==> src/rtl/mpc_pkg.sv <==
package mpc_pkg;
  typedef enum logic [3:0] {
    ST_IDLE  = 4'b0001,
    ST_WRITE = 4'b0010,
    ST_WAIT  = 4'b0100,
    ST_READ  = 4'b1000
  } mpc_state_e;

  localparam logic [2:0] OP_WRITE = 3'b000;
  localparam logic [2:0] OP_READ  = 3'b001;
endpackage

==> src/rtl/mpc_gen.sv <==
module mpc_gen
  import mpc_pkg::*;
#(
  parameter int ADDR_W    = 28,
  parameter int DATA_W    = 32,
  parameter int N_WORDS   = 512,
  parameter int ADDR_STEP = 8
) (
  input  logic              clk,
  input  logic              rst_n,
  input  mpc_state_e        state,
  input  logic              cmd_rdy,
  input  logic              wd_rdy,
  output logic              cmd_en,
  output logic [2:0]        cmd_op,
  output logic [ADDR_W-1:0] cmd_addr,
  output logic [DATA_W-1:0] wd_data,
  output logic              wd_en,
  output logic              wd_end,
  output logic              wr_done
);
  localparam int CW = $clog2(N_WORDS + 1);
  localparam logic [CW-1:0] CNT_FULL = CW'(N_WORDS);

  logic [CW-1:0] cmd_cnt;
  logic [CW-1:0] wd_cnt;
  logic          in_wr, in_rd;
  logic          cmd_take, wd_take;
  logic          cmd_clr, wd_clr;

  assign in_wr    = (state == ST_WRITE);
  assign in_rd    = (state == ST_READ);
  assign cmd_en   = (in_wr || in_rd) && (cmd_cnt != CNT_FULL);
  assign cmd_op   = in_rd ? OP_READ : OP_WRITE;
  assign cmd_addr = ADDR_W'(cmd_cnt) * ADDR_W'(ADDR_STEP);
  assign wd_en    = in_wr && (wd_cnt != CNT_FULL);
  assign wd_end   = wd_en;
  assign wd_data  = DATA_W'(wd_cnt);
  assign wr_done  = in_wr && (cmd_cnt == CNT_FULL) && (wd_cnt == CNT_FULL);

  assign cmd_take = cmd_en && cmd_rdy;
  assign wd_take  = wd_en && wd_rdy;
  assign cmd_clr  = (state == ST_IDLE) || (state == ST_WAIT);
  assign wd_clr   = (state == ST_IDLE);

  always_ff @(posedge clk or negedge rst_n) begin
    if (!rst_n)        cmd_cnt <= '0;
    else if (cmd_clr)  cmd_cnt <= '0;
    else if (cmd_take) cmd_cnt <= cmd_cnt + 1'b1;
  end

  always_ff @(posedge clk or negedge rst_n) begin
    if (!rst_n)       wd_cnt <= '0;
    else if (wd_clr)  wd_cnt <= '0;
    else if (wd_take) wd_cnt <= wd_cnt + 1'b1;
  end

  // a stalled command keeps its address and code
  assert_cmd_hold_R4: assert property (@(posedge clk) disable iff (!rst_n)
    (cmd_en && !cmd_rdy) |=> (cmd_en && $stable(cmd_addr) && $stable(cmd_op)));

  // a stalled write word keeps its value
  assert_wd_hold_R3: assert property (@(posedge clk) disable iff (!rst_n)
    (wd_en && !wd_rdy) |=> (wd_en && $stable(wd_data)));

  // no offered word lies outside the pattern range
  assert_wd_range_R3: assert property (@(posedge clk) disable iff (!rst_n)
    wd_en |-> (wd_data < DATA_W'(N_WORDS)));
endmodule

==> config.mk <==
export PLATFORM = sky130hd
export DESIGN_NAME = mpc_gen
export DESIGN_NICKNAME = d
export VERILOG_FILES = /design/src/rtl/mpc_pkg.sv /design/src/rtl/mpc_gen.sv
export SDC_FILE = /design/constraint.sdc
export NUM_CORES = 1
export LEC_CHECK = 0
export CAP_MARGIN = 20
export CORE_UTILIZATION = 63
export DETAILED_ROUTE_END_ITERATION = 7
export DONT_BUFFER_PORTS = 1
export PLACE_DENSITY = 0.81
export SYNTH_ARGS = -nofsm -noshare
export SYNTH_HDL_FRONTEND = slang
export SYNTH_SLANG_ARGS = --single-unit
==> constraint.sdc <==
create_clock -name clk -period 2 [get_ports clk]
set_input_delay 0.3 -clock clk [delete_from_list [all_inputs] [get_ports clk]]
set_output_delay 0.3 -clock clk [all_outputs]
set_load 0.03 [all_outputs]
* Yosys cells after proc, flatten, opt, wreduce, memory -nomap -nowiden *
Index checks and enable logic that the tools add are counted.

cells by class
  reduce and logical (&&, ||, !) cells = 10
  add/sub/neg operators = 2
  eq/ne operators = 8
  multiplexer cells = 5

operator list
  kind                                                                   count
  10-bit two-way mux                                                     4
  10-bit by 1-bit adder with 10-bit output, second input constant        2
  10-bit equality test, second input constant                            2
  10-bit inequality test, second input constant                          2
  1-bit logical AND                                                      6
  4-bit by 1-bit equality test with 1-bit output, second input constant  1
  4-bit by 2-bit equality test with 1-bit output, second input constant  1
  4-bit by 3-bit equality test with 1-bit output, second input constant  1
  4-bit equality test, second input constant                             1
  2-bit nonzero test                                                     2
  1-bit logical OR                                                       2
  1-bit two-way mux                                                      1

storage, ports and cells
  register bits = 20
  output and inout bits = 67

* Longest topological paths before layout *
Gate-level depths: netlist (run 1).

  depth after elaboration = 6
  gate-level depth with buffers = 7
  mapped depth without buffers = 6

* Least setup slack after synthesis (run 1) *
Ideal clock, no wire load.

  kind = register to output
  from = reg wd_cnt[0]
  to = out wd_end
  stages on the path, launching flop included = 6
  data arrival time = 1.895 ns
  path buffers = 1
  path slack = -0.195 ns
  path through = dfrtp_1 inv_1 ha_1 and2_2 a31oi_1 buf_4

between the ends
  cells in the longest elaborated chain, start to end = 2

ends and longest elaborated chain
  item                      RTL line       text
  start: declaration        mpc_gen.sv:26  logic [CW-1:0] wd_cnt;
  start signal: assignment  mpc_gen.sv:55  else if (wd_take) wd_cnt <= wd_cnt + 1'b1;
  10-bit inequality test    mpc_gen.sv:36  assign wd_en = in_wr && (wd_cnt != CNT_FULL);
  1-bit logical AND         mpc_gen.sv:36
  end: declaration          mpc_gen.sv:19  output logic wd_end,

Every way passes these cells.

* Worst setup path in the final report (run 1) *
  from = reg wd_cnt[6]
  to = out wr_done

between the ends
  cells in the longest elaborated chain, start to end = 2

ends and longest elaborated chain
  item                  RTL line       text
  10-bit equality test  mpc_gen.sv:39  assign wr_done = in_wr && (cmd_cnt == CNT_FULL) && (wd_cnt == CNT_FULL);
  1-bit logical AND     mpc_gen.sv:39
  end: declaration      mpc_gen.sv:20  output logic wr_done

Every way passes these cells.

==> metrics.csv, run 1 <==
stage,metric,value,unit
worst_setup_path,R2R depth,5,
global_routing,gr usage total,26.9,%
worst_hold_path,Min-Delay Startpoint,state[1],
worst_setup_path,CP arrival,1.63,ns
clocking,CTS buffer count,3,
timing,Slew @ Worst Pin,0.939,ns
route,Vias,1342,
synthesis,Main synth FF type,dfrtp_1,
worst_setup_path,CP cell instances,nor4_2 -> buf_4 -> nand3_1 -> nor3_2 -> buf_4,
worst_hold_path,WHS Path Cells,3,
synthesis,share of Yosys cell area claimed by the top area cell type,30.6,%
timing,RSZ-0062 raised after global routing,false,
global_routing,pin count of the biggest net entering global routing,21,
worst_setup_path,RR Endpoint,cmd_cnt[9],
worst_hold_path,HP Class,input pin to flop,
synthesis,asr flop ratio synth,100,%
cells_and_area,most frequent cells in the layout,"42 x conb_1, 30 x buf_4, 19 x dfrtp_1",
timing,Final Cycle Share,96.5,%
outcome,status,"complete, no violations",
synthesis,"EDFF count, synth",0,
synthesis,Syn. warnings,0,
worst_setup_path,Worst setup SP type,flop,
global_routing,first-pass GRT wire length,5460,um
clocking,clock transition at the registers of the reported paths,0.11,ns
global_routing,total gr overflow,0,
cells_and_area,"most common cell after layout, fill and taps aside",conb_1,
synthesis,sequential cell area fraction in the yosys report,30.6,%
worst_setup_path,Worst R2R Setup Slack,0.23,ns
power_and_ir_drop,VDD IR max,0.428,mV
placement,HPWL Detailed,2700,um
clocking,H-tree depth,1,
timing,min Tclk post-route,1.93,ns
floorplanning,core area,2450,um^2
route,WL final,3560,um
synthesis,distinct cell type count after synthesis,42,
clocking,Worst-Skew Late Latency,0.30,ns
floorplanning,Die W,53.0,um
timing,Final Slew Violations,0,
power_and_ir_drop,Leakage,0.930,nW
job,Max-Cap Viols,0,
timing,Final Skew,0.00139,ns
worst_setup_path,CP peak stage delay,0.41,ns
synthesis,cell area after synthesis,1640,um^2
route,detailed-router iteration count before antenna repair,4,
worst_setup_path,Critical Path Sink Type,output pin,
placement,PortBufs,0,
worst_setup_path,"most used cell, CP",buf_4,
synthesis,dominant cells by area after synthesis,"dfrtp_1 31%, buf_4 20%, ha_1 3.1%, nand4_1 3.1%, nand3_1 2.8%",
global_routing,vias in the first global route,1253,
cells_and_area,fin util,72.6,%
clocking,CTS root buf,clkbuf_4,
clocking,Bufs on Longest Clock Path,2,
worst_setup_path,Setup CP Type,flop to output pin,
synthesis,synthesized area per cell,8.94,um^2
cells_and_area,NumNets Final,226,
worst_setup_path,"Data required, critical path",1.70,ns
synthesis,Mapped Cells,183,
timing,final setup fails,0,
worst_hold_path,Hold Path Sink,wd_cnt[5],
floorplanning,num ports,75,
synthesis,"area leader, netlist",dfrtp_1,
cells_and_area,Antenna Cells,0,
timing,setup TNS,0,ns
worst_setup_path,R2R Path Start,cmd_cnt[2],
timing,max_slew headroom,37.2,%
placement,GPL Wtd Cong,0.862,
route,DRC,0,
timing,Fmax,518,MHz
clocking,TritonCTS clock tree,yes,
cells_and_area,area grow syn2layout,8.95,%
floorplanning,Initial Utilization,66.6,%
floorplanning,Die Span Y,53.0,um
timing,Final Hold Viols,0,
global_routing,initial antenna violation count,0,
worst_setup_path,slowest CP cell,dfrtp_1,
floorplanning,DIE AREA,2800,um^2
floorplanning,Site Rows,18,
route,DR vias/cell,5.55,
power_and_ir_drop,pwr dens,554,nW/um^2
synthesis,Synth Register Bits,20,
route,antenna-violating nets left,0,
cells_and_area,layout cells sized above 1,23.6,%
route,DR iter-0 viols,27,
route,per-cell routed wire length,14.7,um
clocking,clock sink total,20,
worst_setup_path,CP Max Fanout,3,
==> critical path: cells and delay by family, from the launching register on <==
kind / cells / cell delay, ns
and+or+nand+nor: 3 / 0.56
buffers and inverters: 2 / 0.37
DFF: 1 / 0.41
==> where the power goes <==
part           internal (mW)  switching [mW]
clock network         0.0703           0.125
registers              0.427          0.0190
logic                 0.0862           0.259
total                  0.584           0.403
==> Yosys cell counts (4+ instances only) <==
library cell / instances
o21ai_0: 4
buf_4: 44
nor2_1: 6
and3_1: 7
a221o_1: 4
mux2i_1: 4
ha_1: 4
inv_1: 6
nor4_1: 5
nand2b_1: 4
nand3_1: 9
dfrtp_1: 20
nand4_1: 8
nand2_1: 12
nor3_1: 5
==> registers in the layout, indices dropped and copies added, names as in the netlist <==
register  flops
cmd_cnt      10
wd_cnt       10
==> per-stage QoR <==
stage	cell area, um^2	hold WS [ns]	setup WS [ns]	total power, mW	cells
after global routing	1780	0.303	0.00929	1.05	242
after CTS	1760	0.289	0.0474	0.988	241
after detailed placement	1710	0.00479	0.175	0.785	236
after global placement	1710	0.00479	0.225	0.774	236
final	1780	0.293	0.0705	0.987	242
after floorplan	1800	0.00441	0.0296	0.767	224
==> layout make-up <==
type                    count  area (um^2)
multi-input cells         151          942
fillers                   197          673
flip-flops and latches     20          502
repair buffers             32          255
well taps                  30         37.5
clock buffers               3         22.5
inverters                   6         22.5
==> cells by family (layout without fill, tap and decap cells) <==
| family | Yosys count | after routing | share of synthesized area [%] |
|---|---|---|---|
| flip-flops | 20 | 20 | 30.6 |
| AO/OA/AOI/OAI | 24 | 24 | 12.1 |
| multiplexers | 5 | 5 | 3.14 |
| XOR/XNOR | 3 | 3 | 1.61 |
| other | 1 | 42 | 0.229 |
| adder cells (fa/ha/maj) | 4 | 4 | 3.06 |
| buffers and inverters | 53 | 41 | 23.2 |
| AND/OR/NAND/NOR | 73 | 73 | 26.1 |
==> repair_timing <==
action | 4_1_cts | 5_1_grt
hold endpoints to repair | 20 | 0
setup buffers | 1 | 1
setup endpoints to repair | 2 | 2
resized for setup | 2 | 3
cloned | 0 | 0
hold buffers | 1 | 0
pin swaps | 1 | 1
==> metal layers <==
| layer | track usage (%) | part of all wire [%] | up-vias |
|---|---|---|---|
| met4 | 12.7 | 2.3 | 0 |
| met1 | 29.9 | 38 | 625 |
| li1 | - | - | 636 |
| met2 | 48.3 | 54 | 70 |
| met3 | 5.46 | 6.2 | 11 |
| met5 | 0 | 0 | - |
==> worst max path at each step <==
stage	from	end	cells past startpoint	slack, ns
floorplan	wd_cnt[0]	wd_end	5	0.03
global placement	state[0]	wd_cnt[4]	5	0.22
detailed placement	state[0]	wd_cnt[3]	5	0.17
CTS	cmd_cnt[3]	wr_done	4	0.05
global route	wd_cnt[6]	wr_done	5	0.009
finish	wd_cnt[6]	wr_done	5	0.07
(Power assumes the default switching activity.)
==> run 2, diff against run 1 <==
SETUP_SLACK_MARGIN = 0.1   (was not set)
==> run 2 against run 1 <==
Compared with the run above: clock skew grew 0.0027 ns; via count up 3.1%; first-iteration DRC count is 37% lower; final cell count increased by 1.7%; flip-flop and latch count stayed put; utilization increased by 2.5 points; register-to-register slack better by 0.02 ns; count of clock-buffer cells in the layout up 1; critical path type unchanged; largest cell class unchanged.
==> metrics.csv, run 2 (same netlist as run 1, synthesis figures left out) <==
stage,metric,value,unit,change
outcome,status,"complete, no violations",,
floorplanning,num ports,75,,unchanged
route,DRC,0,,unchanged
cells_and_area,Reg area,504,um^2,+0.50%
global_routing,first-pass GRT wire length,5530,um,+1.3%
floorplanning,Die Span Y,53.0,um,unchanged
clocking,TritonCTS clock tree,yes,,
power_and_ir_drop,clock share of power,23.2,%,+3.4 points
timing,Final Skew,0.00406,ns,+0.00266 ns
timing,max_slew headroom,37.1,%,about the same
cells_and_area,most frequent cells in the layout,"42 x conb_1, 33 x buf_4, 17 x dfrtp_1",,
worst_setup_path,CP cell instances,nor4_4 -> buf_4 -> nand3_4 -> nor3_4,,
worst_setup_path,"Data required, critical path",1.70,ns,about the same
timing,Final Cycle Share,97.4,%,+0.89 points
timing,Final Hold Viols,0,,unchanged
placement,HPWL Detailed,2760,um,+2.6%
timing,Fmax,514,MHz,-0.91%
timing,RSZ-0062 raised after global routing,true,,
worst_setup_path,"Buf+Inv Stages, Crit Path",1,,-1
worst_setup_path,Worst R2R Setup Slack,0.25,ns,+0.02 ns
clocking,Worst-Skew Late Latency,0.30,ns,about the same
cells_and_area,fin util,75.1,%,+2.5 points
placement,placed cell count,238,,+0.85%
cells_and_area,Largest regs,"cmd_cnt x10, wd_cnt x10",,
job,Max-Cap Viols,0,,unchanged
cells_and_area,multi-input logic area,973,um^2,+3.3%
worst_setup_path,Top delay family on crit path,simple AND/OR/NAND/NOR gates,,
worst_setup_path,cell count along the critical path,4,,-1
power_and_ir_drop,pwr dens,563,nW/um^2,+1.6%
floorplanning,Die W,53.0,um,unchanged
cells_and_area,layout cells sized above 1,26.4,%,+2.8 points
global_routing,gr usage total,27.5,%,+0.60 points
clocking,clock transition at the registers of the reported paths,0.12,ns,about the same
cells_and_area,NumNets Final,229,,+1.3%
worst_setup_path,crit path capture,wr_done,,
worst_setup_path,Worst setup SP type,flop,,
route,DR iter-0 viols,17,,-37%
timing,final setup fails,0,,unchanged
route,per-cell routed wire length,15.1,um,+2.8%
worst_setup_path,slowest CP cell,dfrtp_1,,
cells_and_area,FILL cells,188,,-4.6%
worst_setup_path,CP Max Fanout,3,,unchanged
global_routing,total gr overflow,0,,unchanged
power_and_ir_drop,Leakage,0.967,nW,+4.0%
route,DR vias/cell,5.63,,+1.5%
worst_setup_path,R2R Path Start,cmd_cnt[4],,
floorplanning,Initial Utilization,66.6,%,unchanged
clocking,clock sink total,20,,unchanged
floorplanning,Site Rows,18,,unchanged
power_and_ir_drop,VDD IR max,0.555,mV,+30%
clocking,CTS buffer count,3,,unchanged
cells_and_area,"most common cell after layout, fill and taps aside",conb_1,,
power_and_ir_drop,Psw,0.412,mW,+2.3%
floorplanning,core area,2450,um^2,unchanged
clocking,H-tree depth,1,,unchanged
power_and_ir_drop,Reg power frac,42.9,%,-2.3 points
route,Vias,1384,,+3.1%
route,detailed-router iteration count before antenna repair,4,,unchanged
worst_setup_path,Setup CP Type,flop to output pin,,
power_and_ir_drop,Int Power,0.626,mW,+7.1%
cells_and_area,post-route insts no fill,246,,+1.7%
worst_setup_path,R2R depth,5,,unchanged
global_routing,vias in the first global route,1276,,+1.8%
worst_setup_path,RR Endpoint,cmd_cnt[8],,
placement,GPL Wtd Cong,0.816,,-5.4%
cells_and_area,Antenna Cells,0,,unchanged
clocking,Bufs on Longest Clock Path,2,,unchanged
global_routing,pin count of the biggest net entering global routing,21,,unchanged
floorplanning,DIE AREA,2800,um^2,unchanged
route,antenna-violating nets left,0,,unchanged
clocking,CTS root buf,clkbuf_4,,
global_routing,initial antenna violation count,0,,unchanged
cells_and_area,area grow syn2layout,12.7,%,
worst_setup_path,Critical Path Sink Type,output pin,,
timing,min Tclk post-route,1.95,ns,+0.0178 ns
worst_setup_path,CP arrival,1.65,ns,+0.02 ns
route,WL final,3720,um,+4.5%
power_and_ir_drop,Comb pwr share,33.9,%,-1.1 points
worst_setup_path,CP peak stage delay,0.44,ns,+0.03 ns
power_and_ir_drop,switch share,39.7,%,-1.1 points
timing,Slew @ Worst Pin,0.940,ns,+0.000459 ns
placement,PortBufs,0,,unchanged
worst_hold_path,HP Class,input pin to flop,,
timing,Final Slew Violations,0,,unchanged
worst_setup_path,Worst Setup SP,wd_cnt[8],,
run 2: how the worst min path moves through the flow:
| stage | startpoint | to | slack [ns] | cells past startpoint |
|---|---|---|---|---|
| 2_1_floorplan | rst_n | cmd_cnt[0] | 0.004 | 0 |
| 3_3_place_gp | rst_n | cmd_cnt[9] | 0.005 | 0 |
| 3_5_place_dp | rst_n | cmd_cnt[9] | 0.005 | 0 |
| 4_1_cts | state[1] | wd_cnt[5] | 0.29 | 3 |
| 5_1_grt | state[1] | wd_cnt[5] | 0.28 | 3 |
| 6_report | state[1] | wd_cnt[5] | 0.29 | 3 |
run 2: stage by stage:
stage	setup slack [ns]	total power, mW	hold slack (ns)	setup TNS [ns]	cell area (um^2)
6_report	0.0527	1.04	0.294	0	1840
4_1_cts	-0.0279	1.03	0.293	-0.0279	1800
3_5_place_dp	0.173	0.785	0.00484	0	1720
3_3_place_gp	0.233	0.779	0.00479	0	1720
2_1_floorplan	0.0657	0.768	0.00441	0	1810
5_1_grt	-0.0448	1.09	0.283	-0.0448	1840
run 2: metal layers:
layer / track usage (%) / routed length (um) / vias to the layer above
met3: 5.17 / 207 / 2
met1: 29.5 / 1440 / 686
met2: 51.5 / 2060 / 48
met5: 0 / 0 / -
met4: 11.8 / 12 / 0
li1: - / - / 648
run 2: worst register-to-register path: stages (launching register included):
cell	delay (ns)
dfrtp_1	0.38
buf_4	0.20
nand4_1	0.20
or2_2	0.37
and2_1	0.17
a221o_1	0.34
run 2: timing repair:
action	CTS	global route
setup endpoints to repair	2	2
pin swaps	2	4
endpoints found under the hold margin	20	0
hold buffers	1	0
gates cloned	0	0
buffers inserted	2	1
resized for setup	5	6
run 2: power by group through the flow:
stage | Sequential, mW | Combinational [mW] | Clock, mW
after detailed placement | 0.452 | 0.333 | 0
after global routing | 0.447 | 0.379 | 0.262
after CTS | 0.444 | 0.343 | 0.242
final | 0.445 | 0.352 | 0.241
after global placement | 0.452 | 0.327 | 0
after floorplan | 0.515 | 0.253 | 0
run 2: final cells by class:
type / count / area share, %
Clock buffer: 4 / 1.97
Multi-Input combinational cell: 151 / 52.8
Tap cell: 30 / 2.04
Timing Repair Buffer: 35 / 14.6
Inverter: 6 / 1.22
Sequential cell: 20 / 27.4
